--- config.mk ---
export PLATFORM = sky130hd
export DESIGN_NAME = irq_vector_unit
export DESIGN_NICKNAME = d
export VERILOG_FILES = /design/src/rtl/ivu_pkg.sv /design/src/rtl/ivu_flags.sv /design/src/rtl/ivu_prio.sv /design/src/rtl/ivu_regport.sv /design/src/rtl/irq_vector_unit.sv
export SDC_FILE = /design/constraint.sdc
export NUM_CORES = 1
export LEC_CHECK = 0
export ABC_AREA = 1
export CORE_MARGIN = 2
export CORE_UTILIZATION = 46
export CTS_CLUSTER_SIZE = 12
export DETAILED_ROUTE_END_ITERATION = 6
export GPL_ROUTABILITY_DRIVEN = 1
export PLACE_DENSITY = 0.84
export SLEW_MARGIN = 10
export SYNTH_ARGS = -nofsm -noshare
export SYNTH_HDL_FRONTEND = slang
export SYNTH_SLANG_ARGS = --single-unit
--- constraint.sdc ---
create_clock -name clk -period 1.7 [get_ports clk]
set_input_delay 0.255 -clock clk [delete_from_list [all_inputs] [get_ports clk]]
set_output_delay 0.255 -clock clk [all_outputs]
set_load 0.05 [all_outputs]
--- src/rtl/ivu_pkg.sv ---
package ivu_pkg;

  typedef enum logic [1:0] {
    IVU_MASK = 2'd0,
    IVU_STAT = 2'd1,
    IVU_VEC  = 2'd2,
    IVU_NONE = 2'd3
  } ivu_reg_e;

endpackage

--- src/rtl/ivu_flags.sv ---
module ivu_flags #(
  parameter int unsigned NSRC = 7
) (
  input  logic            clk,
  input  logic            rst_n,
  input  logic [NSRC-1:0] set_i,
  input  logic [NSRC-1:0] clr_i,
  output logic [NSRC-1:0] flags_o
);

  // One sticky flag per source; a set in the clear cycle wins.
  for (genvar g = 0; g < NSRC; g++) begin : g_flag
    always_ff @(posedge clk) begin
      if (!rst_n)          flags_o[g] <= 1'b0;
      else if (set_i[g])   flags_o[g] <= 1'b1;
      else if (clr_i[g])   flags_o[g] <= 1'b0;
    end

    p_set_wins_r9: assert property (@(posedge clk) disable iff (!rst_n)
      set_i[g] |=> flags_o[g]);
    p_clear_r7: assert property (@(posedge clk) disable iff (!rst_n)
      (clr_i[g] && !set_i[g]) |=> !flags_o[g]);
    p_hold_r2: assert property (@(posedge clk) disable iff (!rst_n)
      (!clr_i[g] && !set_i[g]) |=> $stable(flags_o[g]));
  end

endmodule

--- src/rtl/ivu_prio.sv ---
module ivu_prio #(
  parameter int unsigned NSRC = 7,
  parameter int unsigned CW   = $clog2(NSRC + 1)
) (
  input  logic            clk,
  input  logic            rst_n,
  input  logic [NSRC-1:0] pending_i,
  output logic [CW-1:0]   code_o,
  output logic [NSRC-1:0] grant_o
);

  // Code of the lowest-index set bit, plus one; zero when none is set.
  function automatic logic [CW-1:0] first_code(input logic [NSRC-1:0] p);
    logic [CW-1:0] c;
    c = '0;
    for (int i = NSRC - 1; i >= 0; i--) begin
      if (p[i]) c = CW'(i + 1);
    end
    return c;
  endfunction

  assign code_o = first_code(pending_i);

  for (genvar g = 0; g < NSRC; g++) begin : g_grant
    assign grant_o[g] = (code_o == CW'(g + 1));
  end

  p_grant_onehot_r4: assert property (@(posedge clk) disable iff (!rst_n)
    $onehot0(grant_o));
  p_grant_pending_r4: assert property (@(posedge clk) disable iff (!rst_n)
    ((grant_o & pending_i) == grant_o));
  p_grant_lowest_r4: assert property (@(posedge clk) disable iff (!rst_n)
    (grant_o != '0) |-> (((grant_o - 1'b1) & pending_i) == '0));
  p_zero_code_r4: assert property (@(posedge clk) disable iff (!rst_n)
    (code_o == '0) |-> (pending_i == '0));

endmodule

--- src/rtl/ivu_regport.sv ---
module ivu_regport
  import ivu_pkg::*;
#(
  parameter int unsigned NSRC     = 7,
  parameter int unsigned DW       = 16,
  parameter int unsigned AW       = 2,
  parameter int unsigned BUSY_BIT = 12,
  parameter int unsigned CW       = $clog2(NSRC + 1)
) (
  input  logic            clk,
  input  logic            rst_n,
  input  logic            req_valid_i,
  input  logic            req_write_i,
  input  logic [AW-1:0]   req_addr_i,
  input  logic [DW-1:0]   req_wdata_i,
  input  logic [NSRC-1:0] flags_i,
  input  logic            bus_busy_i,
  input  logic [CW-1:0]   vec_code_i,
  input  logic [NSRC-1:0] vec_grant_i,
  output logic [NSRC-1:0] mask_o,
  output logic [NSRC-1:0] clr_o,
  output logic [DW-1:0]   rd_data_o
);

  // Decoded access strobes, brought out as named wires.
  logic wr_mask, wr_stat, rd_any, rd_vec;
  assign wr_mask = req_valid_i && req_write_i  && (req_addr_i == AW'(IVU_MASK));
  assign wr_stat = req_valid_i && req_write_i  && (req_addr_i == AW'(IVU_STAT));
  assign rd_any  = req_valid_i && !req_write_i;
  assign rd_vec  = rd_any && (req_addr_i == AW'(IVU_VEC));

  logic unused_wdata;
  assign unused_wdata = ^req_wdata_i[DW-1:NSRC];

  always_ff @(posedge clk) begin
    if (!rst_n)       mask_o <= '0;
    else if (wr_mask) mask_o <= req_wdata_i[NSRC-1:0];
  end

  // Clear requests: ones written to status, plus the source a vector read reports.
  assign clr_o = (wr_stat ? req_wdata_i[NSRC-1:0] : '0) |
                 (rd_vec  ? vec_grant_i           : '0);

  logic [DW-1:0] rd_word;
  always_comb begin
    rd_word = '0;
    unique case (req_addr_i)
      AW'(IVU_MASK): rd_word[NSRC-1:0] = mask_o;
      AW'(IVU_STAT): begin
        rd_word[NSRC-1:0] = flags_i;
        rd_word[BUSY_BIT] = bus_busy_i;
      end
      AW'(IVU_VEC):  rd_word[CW-1:0] = vec_code_i;
      default:       rd_word = '0;
    endcase
  end

  always_ff @(posedge clk) begin
    if (!rst_n)      rd_data_o <= '0;
    else if (rd_any) rd_data_o <= rd_word;
  end

  p_mask_write_r3: assert property (@(posedge clk) disable iff (!rst_n)
    wr_mask |=> (mask_o == $past(req_wdata_i[NSRC-1:0])));
  p_mask_hold_r3: assert property (@(posedge clk) disable iff (!rst_n)
    !wr_mask |=> $stable(mask_o));
  p_vec_read_r11: assert property (@(posedge clk) disable iff (!rst_n)
    rd_vec |=> (rd_data_o == DW'($past(vec_code_i))));
  p_rdata_hold_r11: assert property (@(posedge clk) disable iff (!rst_n)
    !rd_any |=> $stable(rd_data_o));

endmodule

--- src/rtl/irq_vector_unit.sv ---
module irq_vector_unit #(
  parameter int unsigned NSRC     = 7,
  parameter int unsigned DW       = 16,
  parameter int unsigned AW       = 2,
  parameter int unsigned BUSY_BIT = 12
) (
  input  logic            clk,
  input  logic            rst_n,
  input  logic [NSRC-1:0] evt_i,
  input  logic            bus_busy_i,
  input  logic            req_valid_i,
  input  logic            req_write_i,
  input  logic [AW-1:0]   req_addr_i,
  input  logic [DW-1:0]   req_wdata_i,
  output logic [DW-1:0]   rd_data_o,
  output logic            irq_o
);

  localparam int unsigned CW = $clog2(NSRC + 1);

  logic [NSRC-1:0] flags, mask, clr, pending, grant;
  logic [CW-1:0]   vec_code;

  ivu_flags #(.NSRC(NSRC)) u_flags (
    .clk     (clk),
    .rst_n   (rst_n),
    .set_i   (evt_i),
    .clr_i   (clr),
    .flags_o (flags)
  );

  assign pending = flags & mask;
  assign irq_o   = |pending;

  ivu_prio #(.NSRC(NSRC), .CW(CW)) u_prio (
    .clk       (clk),
    .rst_n     (rst_n),
    .pending_i (pending),
    .code_o    (vec_code),
    .grant_o   (grant)
  );

  ivu_regport #(
    .NSRC(NSRC), .DW(DW), .AW(AW), .BUSY_BIT(BUSY_BIT), .CW(CW)
  ) u_regs (
    .clk         (clk),
    .rst_n       (rst_n),
    .req_valid_i (req_valid_i),
    .req_write_i (req_write_i),
    .req_addr_i  (req_addr_i),
    .req_wdata_i (req_wdata_i),
    .flags_i     (flags),
    .bus_busy_i  (bus_busy_i),
    .vec_code_i  (vec_code),
    .vec_grant_i (grant),
    .mask_o      (mask),
    .clr_o       (clr),
    .rd_data_o   (rd_data_o)
  );

  logic rd_vec_req;
  assign rd_vec_req = req_valid_i && !req_write_i && (req_addr_i == AW'(2));

  p_irq_vec_r6: assert property (@(posedge clk) disable iff (!rst_n)
    irq_o == (vec_code != '0));
  p_masked_hidden_r5: assert property (@(posedge clk) disable iff (!rst_n)
    ((grant & ~mask) == '0));
  p_vec_ack_r8: assert property (@(posedge clk) disable iff (!rst_n)
    (rd_vec_req && (grant != '0) && ((evt_i & grant) == '0))
      |=> ((flags & $past(grant)) == '0));
  p_evt_irq_r6: assert property (@(posedge clk) disable iff (!rst_n)
    ((evt_i & mask) != '0) |=> irq_o);

endmodule

== Yosys cells after proc, flatten, opt, wreduce, memory -nomap -nowiden ==
Index checks and enable logic that the tools add are counted.
Word-level totals
  register bits: 22
  bits of input ports: 30
  output and inout port bits: 17
  word-level logic and storage cells: 61
Cells by class
  eq/ne operators: 9
  muxes and demuxes: 26
  bitwise logic cells: 2
  reductions and logical operators: 15
Operator list (count)
  $mux W3: 7
  $mux W1: 15
  $mux W7: 2
  $reduce_bool A2 Y1: 7
  $eq A3 B3 Y1 const B: 4
  $pmux W3 S3: 1
  $pmux W4 S2: 1
  $and A7 B7 Y7: 1
  $or A7 B7 Y7: 1
  $reduce_or A7 Y1: 1
  $eq A3 B2 Y1 const B: 2
  $logic_and A1 B1 Y1: 5
  $eq A3 B1 Y1 const B: 1
  $eq A2 B1 Y1 const B: 1
  $eq A2 B2 Y1 const B: 1
  $logic_not A2 Y1: 1
  $logic_not A1 Y1: 1

== Depth between registers and ports, before layout ==
  word-level depth: 13
  mapped depth: 12
  mapped depth without buffers: 12

== Cells and area by module ==
Synthesis repeated with hierarchy kept, for this count alone.
Second synthesis, totals
  cells, all modules: 219
  area total of the unflattened synthesis: 1377.6 sq um
Modules (own cells, without submodules)
  ivu_regport: times used 1, cells an instance 128, area an instance 865.8 sq um, sequential area each 300.3 sq um
  ivu_flags: times used 1, cells an instance 36, area an instance 284.0 sq um, sequential area each 140.1 sq um
  ivu_prio: times used 1, cells an instance 35, area an instance 152.6 sq um, sequential area each 0.0 sq um
  irq_vector_unit: times used 1, cells an instance 20, area an instance 75.1 sq um, sequential area each 0.0 sq um

== Least setup slack after synthesis ==
No wires, ideal clock.
  kind: flip-flop to output port
  from: register u_flags.flags_o[0]
  to: output port irq_o
  data arrival time: 0.970 ns
  data required time: 1.445 ns
  path slack: 0.475 ns
  cell stages (with the launch flop): 5
  buffers on the path: 0
  cells stage by stage: dfxtp_1 -> nand2_2 -> inv_1 -> nor2_2 -> nand3_1
Between the ends
  longest elaborated chain between the ends: 2
Ends and longest elaborated chain
  start: declaration: line ivu_flags.sv:8  | output logic [NSRC-1:0] flags_o
  start signal: indexed assignment: line ivu_flags.sv:14  | if (!rst_n) flags_o[g] <= 1'b0;
  start signal: indexed assignment: line ivu_flags.sv:15  | else if (set_i[g]) flags_o[g] <= 1'b1;
  start signal: indexed assignment: line ivu_flags.sv:16  | else if (clr_i[g]) flags_o[g] <= 1'b0;
  $and A7 B7 Y7: line irq_vector_unit.sv:32  | assign pending = flags & mask;
  $reduce_or A7 Y1: line irq_vector_unit.sv:33  | assign irq_o = |pending;
  end: declaration: line irq_vector_unit.sv:16  | output logic irq_o
No other way between the ends.

== Final worst setup path ==
Ends and elaborated chain as after synthesis.

==> results_dict.tcl <==
set metrics [dict create \
    fp-row-count 18 \
    power.density_nw_per_um2 766 \
    synth_edf_count 0 \
    area_growth_pct 31.8 \
    crit_path_start_kind "flip-flop" \
    synth.avg_cell_area_um2 6.68 \
    numCtsBuffers 3 \
    yosys.area.top_type "dfxtp_1" \
    critPathKind "flip-flop to primary output" \
    crit_arrival_ns 1.31 \
    io_buffers 29 \
    grt_usage 0.177 \
    clk_latency_ns 0.31 \
    cts_setup_buffers 0 \
    worstPathCellList "nand2_2 > inv_1 > nor2_2 > nand3_1 > buf_12" \
    hold_class "input pin to flip-flop" \
    routedWlPerCell_um 10.0 \
    setup_violations 0 \
    grt_pass1_vias 955 \
    crit_family "simple AND/OR/NAND/NOR gates" \
    drive_above_1_share 0.136 \
    hold_viol_final 0 \
    grt_pass1_wl_um 3880 \
    endpoint_kind "primary output" \
    async_flop_share 0 \
    drv_slew 0 \
    drc 0 \
    dp_hpwl_um 1930 \
    totalWireLength_um 2430 \
    initialDrtViolationCount 42 \
    fp.coreArea_um2 2450 \
    synthFlopType "dfxtp_1" \
    grt_max_degree 16 \
    synthCells 176 \
    final_util 0.631 \
    synth_top_area_frac 0.375 \
    yosys-top-cells-count "nand2_1 (50), inv_1 (28), dfxtp_1 (22), a21oi_1 (18), o21ai_0 (14)" \
    cp.required_ns 1.44 \
    outcome "finished clean" \
    holdWs_ns 0.463 \
    synthTopCellsByArea "dfxtp_1 (37%), nand2_1 (16%), inv_1 (8.9%)" \
    place.gp.congestion 0.865 \
    fin_setup_tns_ns 0 \
    post_cts_resized 0 \
    yosysMostFrequentCell "nand2_1" \
    vias 1150 \
    layout.nets 244 \
    p_leak_nw 0.743 \
    yosysUniqueCellTypes 20 \
    antenna_left 0 \
    start_util 0.479 \
    pin_count 47 \
    peakVddDrop_mv 0.421 \
    die_h_um 54.5 \
    antenna_cells 0 \
    root_buffer "clkbuf_4" \
    cts_htree_levels 1 \
    cts.path.max_buffers 2 \
    yosys_warnings 0 \
    yosysSeqAreaShare 0.375 \
    grt.overflow.total 0 \
    cts-hold-fix-buffers 0 \
    antenna_found_initial 0 \
    path_clk_slew_ns 0.13 \
    firstDrtPassIters 4 \
    cts_tree "built" \
    cp_num_buf_inv 2 \
    max_freq_mhz 639 \
    die_x_um 54.5 \
    cpMaxStageDelayCell "dfxtp_1" \
    ys_ff_latch 22 \
    fin_crit_sh 0.920 \
    crit_path_max_incr_delay_ns 0.36 \
    drv_cap 0 \
    worst_clock_skew_ns 0.00303 \
    syn_area_um2 1170 \
    viasPerCell 4.73 \
    min_period_ns 1.56 \
    clock-sinks 22 \
    die_area_um2 2970 \
    crit_fanout 5 \
    rsz0062_at_grt "false" \
]
[layout make-up]
type,count,area [um^2]
clock buffers,3,22.5
repair buffers,37,340
flip-flops and latches,22,440
clock inverters,1,30.0
well taps,30,37.5
fillers,242,906
inverters,29,109
multi-input cells,121,569
[cells in the final DEF (no fill, tap or decap)]
cell / instances
a21oi_1: 18
a22oi_1: 1
a31oi_1: 4
buf_12: 1
buf_4: 16
bufinv_16: 1
clkbuf_4: 3
clkdlybuf4s50_1: 20
conb_1: 8
dfxtp_1: 22
inv_1: 28
inv_2: 1
nand2_1: 50
nand2_2: 1
nand3_1: 8
nand4_1: 2
nor2_1: 7
nor2_2: 2
nor2_4: 4
o21ai_0: 14
o21bai_1: 1
o221ai_1: 1
[report_power, final]
part	internal (mW)	switching, mW
clock	0.238	0.166
combinational	0.0921	0.137
sequential	0.537	0.0157
total	0.867	0.319
[worst min-delay path: stages]
cell,delay (ns)
clkdlybuf4s50_1,0.39
inv_1,0.05
a21oi_1,0.05
[worst paths after layout]
path                                      end                             start  slack [ns]  cells after the start
min           u_flags.flags_o[3]$_SDFFE_PN0P_                          evt_i[3]        0.46                      3
max                                     irq_o   u_flags.flags_o[0]$_SDFFE_PN0P_        0.14                      5
min reg2reg  u_regs.rd_data_o[0]$_SDFFE_PN0P_  u_regs.rd_data_o[0]$_SDFFE_PN0P_        0.48                      2
max reg2reg   u_flags.flags_o[4]$_SDFFE_PN0P_   u_flags.flags_o[0]$_SDFFE_PN0P_        0.31                      8
[metrics by stage]
step,instances,worst slack (ns),power (mW),area [um^2]
floorplan,183,0.475,0.713,1200
global placement,239,-0.0512,0.790,1500
detailed placement,239,-0.0893,0.793,1500
CTS,243,0.135,1.19,1550
global route,243,0.0537,1.24,1550
finish,243,0.135,1.19,1550
[cells by family after synthesis]
group / Yosys count / share of synthesized area
AND/OR/NAND/NOR: 74 / 0.281
buffers and inverters: 40 / 0.163
AO/OA/AOI/OAI: 39 / 0.178
flip-flops: 22 / 0.375
other: 1 / 0.00319
[state kept, by name (all words and copies together), names as in the netlist]
register and cells:
u_regs.mask_o 7, u_flags.flags_o 7, u_regs.rd_data_o 8
[per-layer routing]
| layer | vias to the layer above | share of wire | track usage |
|---|---|---|---|
| li1 | 613 | - | - |
| met1 | 500 | 0.47 | 0.243 |
| met2 | 32 | 0.47 | 0.289 |
| met3 | 5 | 0.051 | 0.0164 |
| met4 | 0 | 0.017 | 0.0625 |
| met5 | - | 0 | 0 |
No activity file was read; power rests on OpenSTA's default activity.
